[config.mk]
export PLATFORM = sky130hd
export DESIGN_NAME = adc_avg_limit
export DESIGN_NICKNAME = d
export VERILOG_FILES = /design/src/rtl/adc_avg_limit.sv
export SDC_FILE = /design/constraint.sdc
export NUM_CORES = 1
export LEC_CHECK = 0
export BUFFER_PORTS_ARGS = -buffer_cell sky130_fd_sc_hd__buf_2
export CELL_PAD_IN_SITES_DETAIL_PLACEMENT = 1
export CELL_PAD_IN_SITES_GLOBAL_PLACEMENT = 2
export CORE_UTILIZATION = 36
export CTS_CLUSTER_DIAMETER = 80
export CTS_CLUSTER_SIZE = 24
export DETAILED_ROUTE_END_ITERATION = 6
export PLACE_DENSITY = 0.88
export RECOVER_POWER = 100
export SLEW_MARGIN = 20
export SYNTH_ARGS = -nofsm -noshare
export SYNTH_HDL_FRONTEND = slang
export SYNTH_SLANG_ARGS = --single-unit
[constraint.sdc]
create_clock -name clk -period 5.06 [get_ports clk]
set_input_delay 0.506 -clock clk [delete_from_list [all_inputs] [get_ports clk]]
set_output_delay 0.506 -clock clk [all_outputs]
set_load 0.01 [all_outputs]
[src/rtl/adc_avg_limit.sv]
module adc_avg_limit #(
  parameter int NCH      = 12,
  parameter int DW       = 12,
  parameter int AVG_LOG2 = 4,
  localparam int CW      = (NCH > 1) ? $clog2(NCH) : 1,
  localparam int AW      = DW + AVG_LOG2
) (
  input  logic              clk,
  input  logic              rst_n,
  input  logic              sweep_start,
  input  logic              avg_en,
  input  logic [NCH-1:0]    ch_en,
  input  logic [NCH*DW-1:0] lim_val,
  input  logic [NCH-1:0]    lim_is_min,
  input  logic [NCH-1:0]    flag_clr,
  output logic              adc_start,
  output logic [CW-1:0]     adc_ch,
  input  logic              adc_done,
  input  logic [DW-1:0]     adc_data,
  input  logic [CW-1:0]     rd_sel,
  output logic [DW-1:0]     rd_data,
  output logic [NCH-1:0]    lim_flag,
  output logic              sweep_done,
  output logic              busy
);

  typedef enum logic [1:0] {S_IDLE, S_REQ, S_WAIT} state_t;

  state_t              state;
  logic [NCH-1:0]      mask_q;
  logic                avg_q;
  logic [CW-1:0]       cur;
  logic [AW-1:0]       acc;
  logic [AVG_LOG2-1:0] cnt;
  logic [DW-1:0]       res [NCH];

  logic [CW-1:0]       fst_ch, nxt_ch;
  logic                nxt_found;
  logic [AW-1:0]       sum;
  logic [DW-1:0]       result, cur_lim;
  logic                last, wr, viol;
  logic [NCH-1:0]      set_v;

  always_comb begin
    fst_ch = '0;
    for (int i = NCH - 1; i >= 0; i--)
      if (ch_en[i]) fst_ch = CW'(i);
  end

  always_comb begin
    nxt_ch    = '0;
    nxt_found = 1'b0;
    for (int i = NCH - 1; i >= 0; i--)
      if (mask_q[i] && i > int'(cur)) begin
        nxt_ch    = CW'(i);
        nxt_found = 1'b1;
      end
  end

  assign sum     = acc + AW'(adc_data);
  assign result  = avg_q ? sum[AW-1:AVG_LOG2] : adc_data;
  assign last    = !avg_q || (cnt == '1);
  assign wr      = (state == S_WAIT) && adc_done && last;
  assign cur_lim = lim_val[int'(cur)*DW +: DW];
  assign viol    = lim_is_min[cur] ? (result < cur_lim) : (result > cur_lim);
  assign set_v   = (wr && viol) ? (NCH'(1) << cur) : '0;

  assign adc_start = (state == S_REQ);
  assign adc_ch    = cur;
  assign busy      = (state != S_IDLE);
  assign rd_data   = (int'(rd_sel) < NCH) ? res[rd_sel] : '0;

  always_ff @(posedge clk) begin
    if (!rst_n) begin
      state      <= S_IDLE;
      mask_q     <= '0;
      avg_q      <= 1'b0;
      cur        <= '0;
      acc        <= '0;
      cnt        <= '0;
      lim_flag   <= '0;
      sweep_done <= 1'b0;
      for (int i = 0; i < NCH; i++) res[i] <= '0;
    end else begin
      sweep_done <= 1'b0;
      lim_flag   <= (lim_flag & ~flag_clr) | set_v;
      case (state)
        S_IDLE:
          if (sweep_start) begin
            if (|ch_en) begin
              mask_q <= ch_en;
              avg_q  <= avg_en;
              cur    <= fst_ch;
              acc    <= '0;
              cnt    <= '0;
              state  <= S_REQ;
            end else begin
              sweep_done <= 1'b1;
            end
          end
        S_REQ:
          state <= S_WAIT;
        S_WAIT:
          if (adc_done) begin
            if (last) begin
              res[cur] <= result;
              acc      <= '0;
              cnt      <= '0;
              if (nxt_found) begin
                cur   <= nxt_ch;
                state <= S_REQ;
              end else begin
                state      <= S_IDLE;
                sweep_done <= 1'b1;
              end
            end else begin
              acc   <= sum;
              cnt   <= cnt + 1'b1;
              state <= S_REQ;
            end
          end
        default:
          state <= S_IDLE;
      endcase
    end
  end

endmodule


Yosys cells after proc, flatten, opt, wreduce, memory -nomap -nowiden --
Memory sizes are Yosys's and may differ from the RTL's. Index checks and enable logic that the tools add are counted.
Storage, ports and cells: flip-flop bits (word level) 52, memory bits (writable) 144, bits of input ports 201, output and inout port bits 31, logic and storage cells 142, memories 1
Operators by class: $add $sub $neg 2, multiply operators 1, $lt $le $gt $ge 15, equality and inequality tests 8, shift-type cells 2, multiplexer cells 77, bitwise gates (word level) 3, reductions and logical operators 25
Memory list:
- res | words 12, bits a word 12, rd ports 1, clocked after memory_dff 0, write ports 12, line 35 | logic [DW-1:0] res [NCH];
Operators with widths (count):
- variable part select 144 x 9 -> 12 bit | 1
- two-way mux 4 bit | 33
- two-way mux 16 bit | 4
- two-way mux 12 bit | 4
- case mux 16 bit (2 select lines) | 1
- two-way mux 1 bit | 26
- OR reduction 12 bit | 2
- adder 16 x 12 -> 16 bit | 1
- > comparator 3 x 4 -> 1 bit (first input constant) | 4
- > comparator 4 bit (first input constant) | 4
- case mux 4 bit (2 select lines) | 2
- logical AND 1 bit | 14
- bitwise AND 12 bit | 1
- > comparator 12 bit | 1
- less-than comparator 12 bit | 1
- inverter 12 bit | 1
- bitwise OR 12 bit | 1
- left shift 1 x 4 -> 12 bit (first input constant) | 1
- inequality test 2 bit (second input constant) | 5
- > comparator 2 x 4 -> 1 bit (first input constant) | 2
- two-way mux 2 bit | 4
- multiplier 4 x 2 -> 6 bit (second input constant) | 1
- case mux 2 bit (3 select lines) | 1
- AND reduction 3 bit | 2
- 15 further kinds | 16

Depth between registers and ports, before layout --
Gate-level depths: netlist of the first run.
depth in word-level cells 17, depth in mapped cells 18, mapped depth without buffers 16

Worst setup path before layout of the first run --
Ideal clock, no wire load.
path type input -> register, start point in adc_data[0], end point reg lim_flag[1], library setup time 0.083 ns, arrival time 4.022 ns, data required time 4.977 ns, setup slack 0.955 ns, cell stages on the path 18, buffers on the path 2, cell sequence ha_1 > inv_1 > fa_1 > nand2b_1 > a21oi_1 > o32a_1 > nor2_1 > nor3_2 > buf_2 > inv_1 > ha_1 > and3_1 > a221o_1 > o2111ai_1 > o211ai_1 > or2_2 > buf_4 > o221ai_1
Between the ends: cells in the longest elaborated chain, start to end 7, elaborated cells between the ends (all ways) 8
Ends and longest elaborated chain:
- from (decl) | line 19 | input logic [DW-1:0] adc_data,
- adder 16 x 12 -> 16 bit (*) | line 60 | assign sum = acc + AW'(adc_data);
- two-way mux 12 bit (*) | line 61 | assign result = avg_q ? sum[AW-1:AVG_LOG2] : adc_data;
- net result[6] | line 40 | logic [DW-1:0] result, cur_lim;
- > comparator 12 bit / less-than comparator 12 bit (equally long branches) | line 65 | assign viol = lim_is_min[cur] ? (result < cur_lim) : (result > cur_lim);
- two-way mux 1 bit (*) | line 65
- logical AND 1 bit (*) | line 66 | assign set_v = (wr && viol) ? (NCH'(1) << cur) : '0;
- two-way mux 12 bit (*) | line 66
- bitwise OR 12 bit (*) | line 86 | lim_flag <= (lim_flag & ~flag_clr) | set_v;
- to (signal assigned) | line 86
- to (decl) | line 22 | output logic [NCH-1:0] lim_flag,
The timed path passes the listed nets; every way through them passes the cells marked *. A chain may end at the register's enable or synchronous reset.

Worst setup path after layout of the first run --
start point reg acc[0], end point reg lim_flag[3]
Between the ends: cells in the longest elaborated chain, start to end 7, elaborated cells between the ends (all ways) 8
Ends and longest elaborated chain:
- from (decl) | line 33 | logic [AW-1:0] acc;
- from (signal assigned) | line 117 | acc <= sum;
- adder 16 x 12 -> 16 bit (*) | line 60
- two-way mux 12 bit (*) | line 61
- net result[2] | line 40
- > comparator 12 bit / less-than comparator 12 bit (equally long branches) | line 65
- two-way mux 1 bit (*) | line 65
- logical AND 1 bit (*) | line 66
- two-way mux 12 bit (*) | line 66
- bitwise OR 12 bit (*) | line 86
Marks and branches as above.

==> results.md, run 1 <==
- FF-to-FF path depth: 16
- Cell Area, Synth: 11200 um2
- Final instance area: about 13000 um2
- Mapped Avg Cell Area: 11.4 um2
- Xor/xnor share of the synthesized area: 0.00624
- Pwr dens: roughly 300 nW/um2
- Worst vdd ir: ~170 uV
- Top-area cell type share of the netlist area: 0.385
- Worst setup EP type: flop
- Post-synth EDFFs: 144
- Relative slew slack: -0.178
- Multiplexer share of the synthesized area: 0.186
- Via-per-instance ratio: ~5.7
- CTS buffer count: 17
- Nets: roughly 1400
- Initial core utilization: 0.366
- Final slew viol count: 52
- Number of I/O port buffers: around 230
- Final setup TNS: 0 ns
- Worst path arrival time: roughly 4.6 ns
- Synth Area in Adders: 0.0296
- Gp weighted congestion: 0.812
- Die Width: 179 um
- CTS sink count: just under 200
- Min Tclk post-route: between 4 and 5 ns
- Ordered list of cells on the worst path: ha_1, inv_1, fa_1, nand2b_1, a21oi_1, o21ai_0, and2_0, a221oi_1, inv_1, ha_1, nand3_1, o22ai_1, nor2_1, o211ai_1, or2_2, o221ai_1
- Main area contributors after synthesis: edfxtp_1 (38%), mux4_2 (15%), dfxtp_1 (9.1%)
- Hold depth: 3
- Total congestion overflow: 0
- Critical Path Start Type: flop
- Top_reg_cell synth: edfxtp_1
- Post-synthesis sequential area ratio: 0.476
- Grt met3 use: 0.0564
- Clock slew at reported path FFs: 0.08 ns
- Hold Path Class: in2reg
- Placed cell area: around 13000 um2
- Initial drt markers: between 800 and 900
- Highest clock rate: 0.234 GHz
- Synth unique cells: approximately 80
- Vias in the first global route: 9231
- Layer with the highest usage: met2
- Leading area contributor after synthesis: edfxtp_1
- CP max stage delay: 0.47 ns
- Failing checks: max-capacitance violations, max-slew violations
- Fillers: ~3400
- Site row count: 64
- FF-to-FF setup slack: a little under 0.8 ns
- Chip height: 179 um
- Post-CTS Hold Buffers: 0
- Layout cells sized above 1: 0.291
- HP Start: avg_en
- Clock Latency Late Sink: roughly 0.45 ns
- Final Setup Violations: 0
- Ports: between 200 and 250
- Final cycle utilization of the critical path: 0.846
- Worst hold slack: between 0.2 and 0.3 ns
- CP top delay family: compound AO/OA/AOI/OAI gates
- Reg2reg end: lim_flag[3]$_SDFF_PN0_
- WP buf/inv: 2
- Via count: about 9000
- Crit path required time: around 5.4 ns
- Layout Skew: ~0.014 ns
- YS warnings: 0
- Worst-path maximum fanout: 12
- Post-cts resize count: 0
- Clock root cell: clkbuf_16
- Antenna violations before repair: 2
- Synthesized Nets: around 1200
- Synthesis-stage register bit count: 195
- First-pass GRT wire length: 55800 um
- Post-route ant nets: 0
- Core Footprint: 30700 um2
- Longest Clk Path Bufs: 2
- Outcome: complete, but fails checks
- Met1 usage in global routing: 0.329
- Max-cap violation count: 3
- Diode count: 0
- Post-CTS Setup Inserts: 0
- DRC Markers: 0
- Hold EP: avg_q$_SDFFE_PN0P_
- Critical setup path kind: reg2reg
- Asr flop ratio synth: 0
- Slowest cell on the critical path: a221oi_1
- Mapped Cells: approximately 990
- DPL Wire Length: approximately 28000 um
- Drt pass-1 iters: 5
- Fin. Hold Viols: 0
- Largest net degree at the start of global routing: 37
- Largest family of logic cells by synthesized area: multiplexers
- Worst r2r src: acc[0]$_SDFFE_PN0P_
- Simple-gate area share of the yosys netlist: 0.151
- Total GRT Usage: 0.237
- Tightest Pin Transition: 1.77 ns
- Static leakage: about 5.2 nW
- Detailed Route WL: 37900 um
- P&R area growth vs syn: 17.4%
- Clock H-tree levels: 4
- RSZ-0062 raised after global routing: no
- Synth Area in Compound Gates: 0.105
- Die area: between 30000 and 40000 um2
- Post-DR wirelength/cell: 23.7 um
- Met2 Resource Use GR: 0.375
- CTS tree: built
[layout make-up]
| cell class | count | area (um2) | share of cell area |
|---|---|---|---|
| Sequential cell | 195 | 5350 | 0.405 |
| Multi-Input combinational cell | 679 | 5330 | 0.404 |
| Timing Repair Buffer | 253 | 1270 | 0.0961 |
| Tap cell | 396 | 495 | 0.0376 |
| Clock buffer | 17 | 425 | 0.0322 |
| Clock inverter | 15 | 179 | 0.0136 |
| Inverter | 40 | 150 | 0.0114 |
[how the worst max path moves through the flow]
| stage | start | to | cells after the start |
|---|---|---|---|
| 6_report | acc[0]$_SDFFE_PN0P_ | lim_flag[3]$_SDFF_PN0_ | 16 |
| 5_1_grt | acc[0]$_SDFFE_PN0P_ | lim_flag[3]$_SDFF_PN0_ | 16 |
| 4_1_cts | acc[0]$_SDFFE_PN0P_ | lim_flag[3]$_SDFF_PN0_ | 16 |
| 3_5_place_dp | adc_data[0] | lim_flag[11]$_SDFF_PN0_ | 17 |
| 3_3_place_gp | adc_data[0] | lim_flag[6]$_SDFF_PN0_ | 17 |
| 2_1_floorplan | adc_data[0] | lim_flag[1]$_SDFF_PN0_ | 18 |
[Yosys cell counts, drive strengths merged, types with 4 or more instances]
| master | count |
|---|---|
| nor2 | 210 |
| a22oi | 6 |
| nand3b | 15 |
| a211oi | 8 |
| nand2 | 56 |
| clkbuf | 29 |
| mux2i | 39 |
| a21oi | 39 |
| a22o | 5 |
| ha | 25 |
| buf | 44 |
| edfxtp | 144 |
| and3 | 6 |
| inv | 39 |
| o221ai | 13 |
| o211ai | 6 |
| nor3 | 11 |
| or3 | 5 |
| nor2b | 11 |
| o21ai | 20 |
| o21a | 4 |
| o22ai | 16 |
| nand2b | 10 |
| a31oi | 5 |
| nand3 | 22 |
| a21boi | 4 |
| xnor2 | 5 |
| nand4 | 4 |
| and2 | 5 |
| dfxtp | 51 |
| mux4 | 75 |
[cell families after synthesis]
group,after synthesis
adder cells (fa/ha/maj),26
XOR/XNOR,8
multiplexers,114
AND/OR/NAND/NOR,368
flip-flops,195
AO/OA/AOI/OAI,163
buffers and inverters,113
[sequential cells by signal, summed over array words and instances (netlist names)]
register and count:
mask_q 11, res 144, acc 16, lim_flag 12, avg_q 1, cnt 4
state 2, sweep_done 1, adc_ch 4
[tightest hold or removal path, stage by stage]
cell and delay (ns):
buf_2 0.08, a21oi_1 0.05, nor2_1 0.07
[power by group]
| group | switching [mW] | internal (mW) | leakage (nW) |
|---|---|---|---|
| sequential | 0.0460 | 1.76 | 1.90 |
| combinational | 0.448 | 0.331 | 2.97 |
| clock | 0.713 | 0.672 | 0.293 |
| total | 1.21 | 2.77 | 5.16 |
[layer usage]
metal / vias up / part of all wire
met5: - / 0.00071
met4: 4 / 0.017
met3: 46 / 0.076
met2: 353 / 0.49
met1: 4609 / 0.42
li1: 4100 / -
[cells in the final DEF, fill, tap and decap left out, drive strengths merged, types with 16 or more instances in the layout]
master  Yosys  final
nor2      210    210
ha         25     25
clkbuf     29     51
nand2      56     56
a21oi      39     39
dfxtp      51     51
o21ai      20     20
mux2i      39     39
nand3      22     22
buf        44    219
edfxtp    144    144
inv        39     46
o22ai      16     16
mux4       75     75
[metrics by stage]
step                utilization  instances  power, mW  worst slack [ns]
floorplan                     -        987       2.33             0.955
global placement          0.414       1563       2.61             0.666
detailed placement        0.414       1563       2.63             0.547
CTS                       0.433       1595       3.99             0.785
global route              0.430       1595       4.11             0.396
finish                    0.430       1595       3.97             0.781
(Power assumes the default switching activity.)
==> run 2: changes to the inputs <==
--- a/config.mk
+++ b/config.mk
@@ -8,11 +8,11 @@
 export BUFFER_PORTS_ARGS = -buffer_cell sky130_fd_sc_hd__buf_2
 export CELL_PAD_IN_SITES_DETAIL_PLACEMENT = 1
 export CELL_PAD_IN_SITES_GLOBAL_PLACEMENT = 2
-export CORE_UTILIZATION = 36
+export CORE_UTILIZATION = 32
 export CTS_CLUSTER_DIAMETER = 80
 export CTS_CLUSTER_SIZE = 24
 export DETAILED_ROUTE_END_ITERATION = 6
-export PLACE_DENSITY = 0.88
+export PLACE_DENSITY = 0.83
 export RECOVER_POWER = 100
 export SLEW_MARGIN = 20
 export SYNTH_ARGS = -nofsm -noshare
==> constraint.sdc (replaced) <==
create_clock -name clk -period 3.85 [get_ports clk]
set_input_delay 0.385 -clock clk [delete_from_list [all_inputs] [get_ports clk]]
set_output_delay 0.385 -clock clk [all_outputs]
set_load 0.01 [all_outputs]
==> run 2 against run 1 <==
Compared with the run above: the run now ends clean; non-clock buffer count up 42; die area up 12%; worst hold slack got worse by 0.10 ns; first-iteration DRC count fell by 34%; routed wire length grew 3.9%; sequential share of layout area fell by 1.0 points; sequential power rose by 31%; register-to-register slack got worse by 0.64 ns; utilization is 3.8 points lower; critical path type unchanged; largest power group unchanged.
==> results.md, run 2 (synthesized netlist as in run 1, its figures left out) <==
- Longest Clk Path Bufs: 2 (unchanged)
- Final slew viol count: 0 (-100%)
- CP max stage delay: 0.74 ns (+0.27 ns)
- Post-CTS Setup Inserts: 0 (unchanged)
- Core Footprint: 34500 um2 (+13%)
- Layout Skew: 0.0104 ns (-0.00376 ns)
- Final Setup Violations: 0 (unchanged)
- DPL Wire Length: 29600 um (+4.7%)
- Worst hold slack: 0.197 ns (-0.0998 ns)
- Post-DR wirelength/cell: 23.2 um (-2.3%)
- Placed cell area: 13100 um2 (+3.2%)
- Relative slew slack: 0.162 (+0.340)
- Commonest non-fill, non-tap cell in the layout: nor2_1
- Reg2reg end: lim_flag[3]$_SDFF_PN0_
- Post-route ant nets: 0 (unchanged)
- Total congestion overflow: 0 (unchanged)
- Clock slew at reported path FFs: 0.08 ns (about the same)
- Clock Latency Late Sink: 0.45 ns (about the same)
- Antenna violations before repair: 0 (-2)
- Gp weighted congestion: 0.854 (+5.2%)
- Outcome: finished, final reports clean
- Initial core utilization: 0.325 (-0.0411)
- Final cycle utilization of the critical path: 0.963 (+0.117)
- Number of I/O port buffers: 231 (unchanged)
- Min Tclk post-route: 3.71 ns (-0.572 ns)
- CTS tree: built
- CTS buffer count: 17 (unchanged)
- Area of the multi-input gates: 5390 um2 (+1.2%)
- Worst setup EP type: flop
- Ordered list of cells on the worst path: buf_12, mux4_2, mux2i_1, nor2_1, a21oi_1, ha_1, and3_1, a221o_1, o2111ai_1, o211ai_1, buf_4, nand4_1, o221ai_1
- Site row count: 68 (+6.3%)
- DRC Markers: 0 (unchanged)
- Slowest cell on the critical path: dfxtp_1
- Clock H-tree levels: 4 (unchanged)
- Hold EP: avg_q$_SDFFE_PN0P_
- Commonest non-fill, non-tap cells in the layout: nor2_1 (209), buf_2 (204), edfxtp_1 (144), mux4_2 (75), nand2_1 (56)
- Chip height: 189 um (+6.0%)
- Clock root cell: clkbuf_16
- Design Power: 5.26 mW (+32%)
- Final instance area: 13500 um2 (+2.7%)
- Diode count: 0 (unchanged)
- Highest clock rate: 0.270 GHz (+15%)
- P&R area growth vs syn: 20.5%
- Drt pass-1 iters: 5 (unchanged)
- Top flop regs: res: 144 flops, acc: 16 flops, lim_flag: 12 flops
- HP Start: avg_en
- Via-per-instance ratio: 5.38 (-5.9%)
- Die Width: 189 um (+6.0%)
- Hold depth: 3 (unchanged)
- Pwr dens: 388 nW/um2 (+29%)
- Final core utilization: 0.392 (-0.0381)
- Max-cap violation count: 0 (-3)
- Worst path arrival time: 4.02 ns (-0.55 ns)
- FF/Latch Area: 5350 um2 (unchanged)
- Worst-path maximum fanout: 26 (+14)
- FF-to-FF setup slack: 0.14 ns (-0.64 ns)
- First-pass GRT wire length: 58300 um (+4.4%)
- Critical Path Start Type: flop
- Hold Path Class: in2reg
- Fin. Hold Viols: 0 (unchanged)
- Ports: 232 (unchanged)
- Via count: 9122 (+0.11%)
- Worst vdd ir: 335 uV (+95%)
- Top reg by flops: res
- Tightest Pin Transition: 1.26 ns (-0.510 ns)
- CTS sink count: 195 (unchanged)
- Fillers: 3943 (+16%)
- Static leakage: 5.29 nW (+2.4%)
- Die area: 35900 um2 (+12%)
- Worst r2r src: adc_ch[1]$_SDFFE_PN0P_
- Crit path required time: 4.17 ns (-1.18 ns)
- FF-to-FF path depth: 13 (-3)
- Largest register FFs: 144 (unchanged)
- Total GRT Usage: 0.219 (-0.0184)
- Nets: 1455 (+3.0%)
- Layout cells sized above 1: 0.307 (+0.0159)
- Initial drt markers: 592 (-34%)
- Largest net degree at the start of global routing: 37 (unchanged)
- Detailed Route WL: 39400 um (+3.9%)
- Critical setup path kind: reg2reg
- Vias in the first global route: 9561 (+3.6%)
==> run 2: where the power goes <==
part           total (mW)  internal (mW)  leakage [nW]  switching [mW]
Sequential           2.37           2.32          1.90          0.0562
Combinational        1.08          0.459          3.11           0.622
Clock                1.81          0.914         0.271           0.892
Total                5.26           3.69          5.29            1.57
==> run 2: stage by stage <==
stage | setup slack [ns] | cells | setup TNS (ns)
floorplan | 0.0127 | 987 | 0
global placement | 0.0211 | 1664 | 0
detailed placement | -0.152 | 1664 | -1.11
CTS | 0.0139 | 1696 | 0
global route | -0.0230 | 1696 | -0.116
finish | 0.143 | 1696 | 0
==> run 2: timing repair <==
action / 4_1_cts / 5_1_grt
pin swaps: 0 / 5
endpoints found under the hold margin: 0 / 0
setup endpoints to repair: 1 / 12
gates resized for setup: 1 / 10
hold buffers: 0 / 0
==> run 2: worst max-delay path: cells and delay by family (launching register included) <==
family	cells	cell delay [ns]
buffers and inverters	2	0.46
AOI/OAI and AO/OA	5	1.15
muxes	2	0.49
adders and majority gates	1	0.32
and+or+nand+nor	3	0.40
DFF	1	0.74
==> run 2: layer usage <==
layer  global-route usage  vias to the layer above  share of wire
li1                     -                     4166              -
met1                0.295                     4619           0.43
met2                0.363                      304           0.49
met3               0.0399                       33          0.058
met4               0.0506                        0          0.016
met5                    0                        -              0
==> run 2: area by class of cell <==
type                            count  area share
Clock buffer                       18      0.0317
Timing Repair Buffer              295       0.111
Multi-Input combinational cell    679       0.398
Sequential cell                   195       0.395
Tap cell                          455      0.0420
Inverter                           40      0.0111
Clock inverter                     14      0.0107
==> run 2: how the worst max path moves through the flow <==
stage          slack (ns)                       to                   start
2_1_floorplan        0.01   lim_flag[1]$_SDFF_PN0_             adc_data[0]
3_3_place_gp         0.02   lim_flag[6]$_SDFF_PN0_             adc_data[0]
3_5_place_dp        -0.15   lim_flag[2]$_SDFF_PN0_             adc_data[0]
4_1_cts              0.01   lim_flag[2]$_SDFF_PN0_     acc[0]$_SDFFE_PN0P_
5_1_grt             -0.02  lim_flag[11]$_SDFF_PN0_     acc[6]$_SDFFE_PN0P_
6_report             0.14   lim_flag[3]$_SDFF_PN0_  adc_ch[1]$_SDFFE_PN0P_
